<file path="config.mk">
export PLATFORM = sky130hd
export DESIGN_NAME = cell_stamp_inserter
export DESIGN_NICKNAME = d
export VERILOG_FILES = /design/src/rtl/cstamp_pkg.sv /design/src/rtl/ts_counter.sv /design/src/rtl/chan_enable_table.sv /design/src/rtl/stamp_lane.sv /design/src/rtl/cell_stamp_inserter.sv
export SDC_FILE = /design/constraint.sdc
export NUM_CORES = 1
export LEC_CHECK = 0
export BUFFER_PORTS_ARGS = -buffer_cell sky130_fd_sc_hd__buf_2
export CAP_MARGIN = 10
export CORE_MARGIN = 2
export CORE_UTILIZATION = 55
export CTS_BUF_LIST = sky130_fd_sc_hd__clkbuf_8
export CTS_CLUSTER_DIAMETER = 80
export DETAILED_ROUTE_END_ITERATION = 16
export HOLD_SLACK_MARGIN = 0.15
export PLACE_DENSITY = 0.73
export SETUP_SLACK_MARGIN = 0.3
export SKIP_CTS_REPAIR_TIMING = 1
export SYNTH_ARGS = -nofsm -noshare
export SYNTH_HDL_FRONTEND = slang
export SYNTH_SLANG_ARGS = --single-unit
</file>
<file path="constraint.sdc">
create_clock -name clk -period 3.3 [get_ports clk]
set_input_delay 0.66 -clock clk [delete_from_list [all_inputs] [get_ports clk]]
set_output_delay 0.66 -clock clk [all_outputs]
set_load 0.01 [all_outputs]
</file>
<file path="src/rtl/cstamp_pkg.sv">
// Shared constants and helpers for the cell timestamp inserter.
// Assumes 53-byte cells: a 5-byte header and a 48-byte payload.
package cstamp_pkg;
    localparam int HDR_BYTES     = 5;
    localparam int PAYLOAD_BYTES = 48;
    localparam int CELL_BYTES    = HDR_BYTES + PAYLOAD_BYTES;
    localparam int STAMP_BYTES   = 2;
    localparam int TS_W          = STAMP_BYTES * 8;
    localparam int SLOT_BYTES    = 2 * STAMP_BYTES;
    localparam int NUM_SLOTS     = PAYLOAD_BYTES / SLOT_BYTES;
    localparam int SEL_W         = $clog2(NUM_SLOTS);
    localparam int POS_W         = $clog2(CELL_BYTES + 1);
    localparam int VCI_W         = 16;

    typedef logic [POS_W-1:0] pos_t;

    // Cell byte index of a lane's high stamp byte for a given slot selector,
    // with selectors beyond the last slot clamped to it.
    function automatic pos_t slot_pos(input logic [SEL_W-1:0] sel, input int lane);
        int k;
        k = (int'(sel) > NUM_SLOTS - 1) ? NUM_SLOTS - 1 : int'(sel);
        return pos_t'(HDR_BYTES + k * SLOT_BYTES + lane * STAMP_BYTES);
    endfunction
endpackage

</file>
<file path="src/rtl/ts_counter.sv">
// Free-running time count. Advances once per frame strobe and wraps silently.
// Assumes frame_tick is synchronous to clk and lasts one cycle per frame.
module ts_counter #(
    parameter int W = 16
) (
    input  logic         clk,
    input  logic         rst_n,
    input  logic         tick,
    output logic [W-1:0] now
);
    // Count frame strobes.
    always_ff @(posedge clk) begin
        if (!rst_n)    now <= '0;
        else if (tick) now <= now + W'(1);
    end

    p_count_step_r1: assert property (@(posedge clk) disable iff (!rst_n)
        tick |=> now == $past(now) + W'(1));
    p_count_hold_r1: assert property (@(posedge clk) disable iff (!rst_n)
        !tick |=> $stable(now));
endmodule

</file>
<file path="src/rtl/chan_enable_table.sv">
// Per-channel stamp enable bits, one write port and NUM_RD read ports.
// A channel maps to the entry given by its low index bits. Reads return the
// stored value, so a write becomes visible on the following cycle.
module chan_enable_table #(
    parameter int NUM_CH = 64,
    parameter int NUM_RD = 2,
    parameter int VCI_W  = 16,
    localparam int CH_W  = $clog2(NUM_CH)
) (
    input  logic                         clk,
    input  logic                         rst_n,
    input  logic                         wr_en,
    input  logic [CH_W-1:0]              wr_chan,
    input  logic                         wr_val,
    input  logic [NUM_RD-1:0][VCI_W-1:0] rd_vci,
    output logic [NUM_RD-1:0]            rd_en
);
    logic [NUM_CH-1:0] en_q;

    // Store enable bits.
    always_ff @(posedge clk) begin
        if (!rst_n)     en_q <= '0;
        else if (wr_en) en_q[wr_chan] <= wr_val;
    end

    // One read port per lane.
    for (genvar g = 0; g < NUM_RD; g++) begin : g_rd
        assign rd_en[g] = en_q[rd_vci[g][CH_W-1:0]];
    end

    p_write_lands_r3: assert property (@(posedge clk) disable iff (!rst_n)
        wr_en |=> en_q[$past(wr_chan)] == $past(wr_val));
endmodule

</file>
<file path="src/rtl/stamp_lane.sv">
// One cell stream. It tracks the byte position, captures the VCI and the time
// at cell start, looks up the enable bit at header byte 4, and overwrites two
// payload bytes. It has a fixed one-cycle latency. LANE 0 is arrival, LANE 1
// is departure. It assumes sop marks byte 0 and that valid may have gaps.
module stamp_lane
    import cstamp_pkg::*;
#(
    parameter int LANE    = 0,
    parameter int OFS_LSB = 12
) (
    input  logic             clk,
    input  logic             rst_n,
    input  logic [TS_W-1:0]  now,
    input  logic             in_vld,
    input  logic             in_sop,
    input  logic [7:0]       in_byte,
    output logic [VCI_W-1:0] lk_vci,
    input  logic             lk_en,
    output logic             out_vld,
    output logic             out_sop,
    output logic [7:0]       out_byte
);
    pos_t             pos_q, cur_pos, ofs_q;
    logic [VCI_W-1:0] vci_q;
    logic [TS_W-1:0]  stamp_q;
    logic             hit_q, hi_sel, lo_sel;

    assign cur_pos = in_sop ? pos_t'(0) : pos_q;
    assign lk_vci  = vci_q;
    assign hi_sel  = hit_q && (cur_pos == ofs_q);
    assign lo_sel  = hit_q && (cur_pos == ofs_q + pos_t'(1));

    // Count valid bytes within the cell, saturating past the end.
    always_ff @(posedge clk) begin
        if (!rst_n)                pos_q <= '0;
        else if (in_vld && in_sop) pos_q <= pos_t'(1);
        else if (in_vld && pos_q != pos_t'(CELL_BYTES)) pos_q <= pos_q + pos_t'(1);
    end

    // Capture the time and VCI, then latch the stamp decision at byte 4.
    always_ff @(posedge clk) begin
        if (!rst_n) begin
            vci_q   <= '0;
            stamp_q <= '0;
            hit_q   <= 1'b0;
            ofs_q   <= '0;
        end else if (in_vld) begin
            if (in_sop) begin
                stamp_q <= now;
                hit_q   <= 1'b0;
            end
            case (cur_pos)
                pos_t'(1): vci_q[15:12] <= in_byte[3:0];
                pos_t'(2): vci_q[11:4]  <= in_byte;
                pos_t'(3): vci_q[3:0]   <= in_byte[7:4];
                pos_t'(HDR_BYTES-1): begin
                    hit_q <= lk_en;
                    ofs_q <= slot_pos(vci_q[OFS_LSB +: SEL_W], LANE);
                end
                default: ;
            endcase
        end
    end

    // Register the output with the stamp substituted.
    always_ff @(posedge clk) begin
        if (!rst_n) begin
            out_vld  <= 1'b0;
            out_sop  <= 1'b0;
            out_byte <= '0;
        end else begin
            out_vld  <= in_vld;
            out_sop  <= in_vld && in_sop;
            out_byte <= hi_sel ? stamp_q[15:8] : (lo_sel ? stamp_q[7:0] : in_byte);
        end
    end

    p_latency_r2: assert property (@(posedge clk) disable iff (!rst_n)
        out_vld == $past(in_vld) && out_sop == $past(in_vld && in_sop));
    p_untouched_r7: assert property (@(posedge clk) disable iff (!rst_n)
        (in_vld && !hit_q) |=> out_byte == $past(in_byte));
    p_header_kept_r8: assert property (@(posedge clk) disable iff (!rst_n)
        (in_vld && cur_pos < pos_t'(HDR_BYTES)) |=> out_byte == $past(in_byte));
    p_slot_in_payload_r6: assert property (@(posedge clk) disable iff (!rst_n)
        hit_q |-> (ofs_q >= pos_t'(HDR_BYTES) && ofs_q + pos_t'(1) < pos_t'(CELL_BYTES)));
endmodule

</file>
<file path="src/rtl/cell_stamp_inserter.sv">
// Top level. It shares one time count and one enable table between the
// arrival (receive) lane and the departure (transmit) lane.
module cell_stamp_inserter
    import cstamp_pkg::*;
#(
    parameter int NUM_CH  = 64,
    parameter int OFS_LSB = 12,
    localparam int CH_W   = $clog2(NUM_CH)
) (
    input  logic            clk,
    input  logic            rst_n,
    input  logic            frame_tick,
    input  logic            cfg_we,
    input  logic [CH_W-1:0] cfg_chan,
    input  logic            cfg_en,
    input  logic            rx_in_vld,
    input  logic            rx_in_sop,
    input  logic [7:0]      rx_in_byte,
    output logic            rx_out_vld,
    output logic            rx_out_sop,
    output logic [7:0]      rx_out_byte,
    input  logic            tx_in_vld,
    input  logic            tx_in_sop,
    input  logic [7:0]      tx_in_byte,
    output logic            tx_out_vld,
    output logic            tx_out_sop,
    output logic [7:0]      tx_out_byte
);
    localparam int NL = 2;

    logic [TS_W-1:0]           now;
    logic [NL-1:0][VCI_W-1:0]  lk_vci;
    logic [NL-1:0]             lk_en;
    logic [NL-1:0]             i_vld, i_sop, o_vld, o_sop;
    logic [NL-1:0][7:0]        i_byte, o_byte;

    assign i_vld  = {tx_in_vld,  rx_in_vld};
    assign i_sop  = {tx_in_sop,  rx_in_sop};
    assign i_byte = {tx_in_byte, rx_in_byte};
    assign {tx_out_vld,  rx_out_vld}  = o_vld;
    assign {tx_out_sop,  rx_out_sop}  = o_sop;
    assign {tx_out_byte, rx_out_byte} = o_byte;

    ts_counter #(.W(TS_W)) u_cnt (
        .clk(clk), .rst_n(rst_n), .tick(frame_tick), .now(now)
    );

    chan_enable_table #(.NUM_CH(NUM_CH), .NUM_RD(NL), .VCI_W(VCI_W)) u_tbl (
        .clk(clk), .rst_n(rst_n), .wr_en(cfg_we), .wr_chan(cfg_chan),
        .wr_val(cfg_en), .rd_vci(lk_vci), .rd_en(lk_en)
    );

    // Lane 0 stamps arrivals, lane 1 stamps departures.
    for (genvar g = 0; g < NL; g++) begin : g_lane
        stamp_lane #(.LANE(g), .OFS_LSB(OFS_LSB)) u_lane (
            .clk(clk), .rst_n(rst_n), .now(now),
            .in_vld(i_vld[g]), .in_sop(i_sop[g]), .in_byte(i_byte[g]),
            .lk_vci(lk_vci[g]), .lk_en(lk_en[g]),
            .out_vld(o_vld[g]), .out_sop(o_sop[g]), .out_byte(o_byte[g])
        );
    end
endmodule

</file>
==> results_dict.tcl <==
set metrics [dict create \
    grt_pass1_vias 6454 \
    vias 7083 \
    critPathKind "reg2reg" \
    critPathBufInv 1 \
    synthTopCellsByCount "dfxtp_1 (176), o21ai_0 (81), nand3_1 (79), a21boi_0 (67)" \
    nets 964 \
    hold_viol_final 0 \
    instances_no_fill 1148 \
    firstDrtPassIters 5 \
    clk_path_buf_depth 2 \
    dieArea_um2 16800 \
    crit_chain "buf_4 > mux4_2 > mux2i_1 > a22oi_1 > nand3_1 > a31oi_1" \
    nFillCells 1346 \
    cts_buffers 17 \
    synth_edf_count 0 \
    drtIter0Drc 599 \
    std_cell_rows 45 \
    skew_ns 0.0159 \
    cp-start-kind "flip-flop" \
    synth.largest_area_cell "dfxtp_1" \
    synth.area.top_cells "dfxtp_1 (41%), mux4_2 (7.8%), a21boi_0 (5.8%)" \
    tns_ns 0 \
    rr_worst_depth 6 \
    reg2reg_setup_slack_ns 0.84 \
    power_density_nw_per_um2 416 \
    die_x_um 130 \
    synthArstFlopShare_pct 0 \
    cts_max_level 4 \
    final_max_slew_viol_count 0 \
    clock-sinks 176 \
    clk_latency_ns 0.48 \
    status "finished, final reports clean" \
    end_kind "flip-flop" \
    die_h_um 130 \
    drc_errors 0 \
    pin_count 51 \
    setup_viol 0 \
    critical-path-slowest-cell "dfxtp_1" \
    cts_root_buf "clkbuf_8" \
    rsz0062_at_grt "false" \
    yosys.area.top_type_share_pct 40.6 \
    synth-seq-cells 176 \
    tightest_slew_ns 1.07 \
    areaGrowthSynthToFinish_pct 8.64 \
    hpwlAfterDp_mm 14.5 \
    cts_tree "yes" \
    track_usage_pct 26.4 \
    ant_nets 0 \
    via_per_inst 6.17 \
    synthFlopType "dfxtp_1" \
    finalCriticalPeriod_ns 2.46 \
    io_buffer_count 50 \
    synth_cell_types 58 \
    core_um2 15300 \
    grt_first_pass_wirelength_mm 34.5 \
    path_delay_family "multiplexers" \
    critPathRequiredTime_ns 3.62 \
    r2r_start "g_lane[1].u_lane.lk_vci[1]" \
    grt_overflow 0 \
    syn_area_um2 8670 \
    fmax_mhz 406 \
    start_util_pct 56.6 \
    vdd_drop_max_v 0.000230 \
    place_inst 1116 \
    crit_start "g_lane[1].u_lane.lk_vci[1]" \
    drive_gt1_share_pct 14.8 \
    antenna_found_initial 0 \
    place_congestion 0.908 \
    post-route-cell-area_um2 9420 \
    cap_violations 0 \
    syn_area_per_cell_um2 9.56 \
    cp_num_cells 6 \
    crit_path_max_fanout 12 \
    yosys_warnings 0 \
    total_leakage_power_nw 3.34 \
    synth_cells 907 \
    synth_fp_nets 947 \
    worst_path_largest_cell_delay_ns 0.79 \
    yosysMostFrequentCell "dfxtp_1" \
    wl_per_cell_um 18.6 \
    fin_crit_sh_pct 74.6 \
    hp-class "in2reg" \
    clk_pin_slew_ns 0.09 \
    synth_seq_area_share_pct 40.6 \
    worstPathArrival_ns 2.79 \
    r2r_end "g_lane[1].u_lane.hit_q" \
    total_power_w 0.00392 \
    antennaDiodeCount 0 \
    routed_wl_mm 21.4 \
    placed_area_um2 9030 \
    relSlewSlack_pct 28.4 \
    grt_max_degree 55 \
    crit_end "g_lane[1].u_lane.hit_q" \
]
## cell usage in the layout, fill, tap and decap left out, types with 18 or more instances in the layout
cell      count
dfxtp_1     176
o21ai_0      81
nand3_1      79
a21boi_0     67
nand2_1      53
buf_2        50
mux2i_1      40
a22o_1       32
nor2b_1      32
mux4_2       30
nor2_1       27
and2_1       20
xnor2_1      18
nand4_1      18
a21oi_1      18
clkbuf_8     18
## how the worst min path moves through the flow
| stage | start | to | slack, ns | depth (start not counted) |
|---|---|---|---|---|
| after floorplan | g_lane[0].u_lane.stamp_q[10] | g_lane[0].u_lane.stamp_q[10] | 0.44 | 1 |
| after global placement | g_lane[0].u_lane.stamp_q[8] | g_lane[0].u_lane.stamp_q[8] | 0.46 | 1 |
| after detailed placement | g_lane[0].u_lane.stamp_q[8] | g_lane[0].u_lane.stamp_q[8] | 0.46 | 1 |
| after CTS | tx_in_byte[2] | g_lane[1].u_lane.out_byte[2] | 0.46 | 3 |
| after global routing | tx_in_byte[4] | g_lane[1].u_lane.out_byte[4] | 0.46 | 3 |
| final | tx_in_byte[4] | g_lane[1].u_lane.out_byte[4] | 0.47 | 3 |
## per-stage QoR
step	hold WS (ns)	util, %	setup slack [ns]
2_1_floorplan	0.437	-	1.12
5_1_grt	0.461	61.5	0.695
3_5_place_dp	0.462	58.9	0.650
6_report	0.469	61.5	0.837
4_1_cts	0.455	61.5	0.848
3_3_place_gp	0.459	58.9	0.681
## worst register-to-register path, stage by stage, from the launching register on
cell and delay, ns:
dfxtp_1 0.79, buf_4 0.31, mux4_2 0.52, mux2i_1 0.36
a22oi_1 0.16, nand3_1 0.10, a31oi_1 0.08
## state kept, by name, indices dropped and copies added, names as in the netlist
| register | flops |
|---|---|
| u_tbl.en_q | 64 |
| g_lane.u_lane.stamp_q | 32 |
| g_lane.u_lane.lk_vci | 20 |
| g_lane.u_lane.out_byte | 16 |
| u_cnt.now | 16 |
| g_lane.u_lane.pos_q | 12 |
| g_lane.u_lane.ofs_q | 10 |
| g_lane.u_lane.hit_q | 2 |
| g_lane.u_lane.out_sop | 2 |
| g_lane.u_lane.out_vld | 2 |
## metal layers
metal | up-vias | share of wire (%) | global-route usage [%]
li1 | 3374 | - | -
met1 | 3359 | 44 | 36.8
met3 | 58 | 7.6 | 6.56
met4 | 0 | 2.9 | 10.2
met5 | - | 0 | 0
met2 | 292 | 45 | 39.8
## report_power, final
group / switching, W / total (W) / internal [W]
Sequential: 0.0000344 / 0.00219 / 0.00215
Combinational: 0.000177 / 0.000281 / 0.000104
Clock: 0.000873 / 0.00145 / 0.000581
Total: 0.00108 / 0.00392 / 0.00284
## cells by family (layout without fill, tap and decap cells)
family | count (synthesis) | in the layout | share of synthesized area (%)
adder cells (fa/ha/maj) | 9 | 9 | 1.30
XOR/XNOR | 29 | 29 | 3.09
flip-flops | 176 | 176 | 40.6
buffers and inverters | 81 | 111 | 3.72
multiplexers | 75 | 75 | 13.8
AND/OR/NAND/NOR | 294 | 294 | 18.4
AO/OA/AOI/OAI | 243 | 243 | 19.1
## final cells by class
class	instances	area (µm²)	share of cell area [%]
Inverter	14	52.6	0.558
Timing Repair Buffer	65	363	3.85
Tap cell	211	264	2.80
Clock buffer	18	248	2.63
Multi-Input combinational cell	650	4820	51.2
Sequential cell	176	3520	37.4
Clock inverter	14	145	1.54
Note: power is estimated with default switching activity, not from simulation.
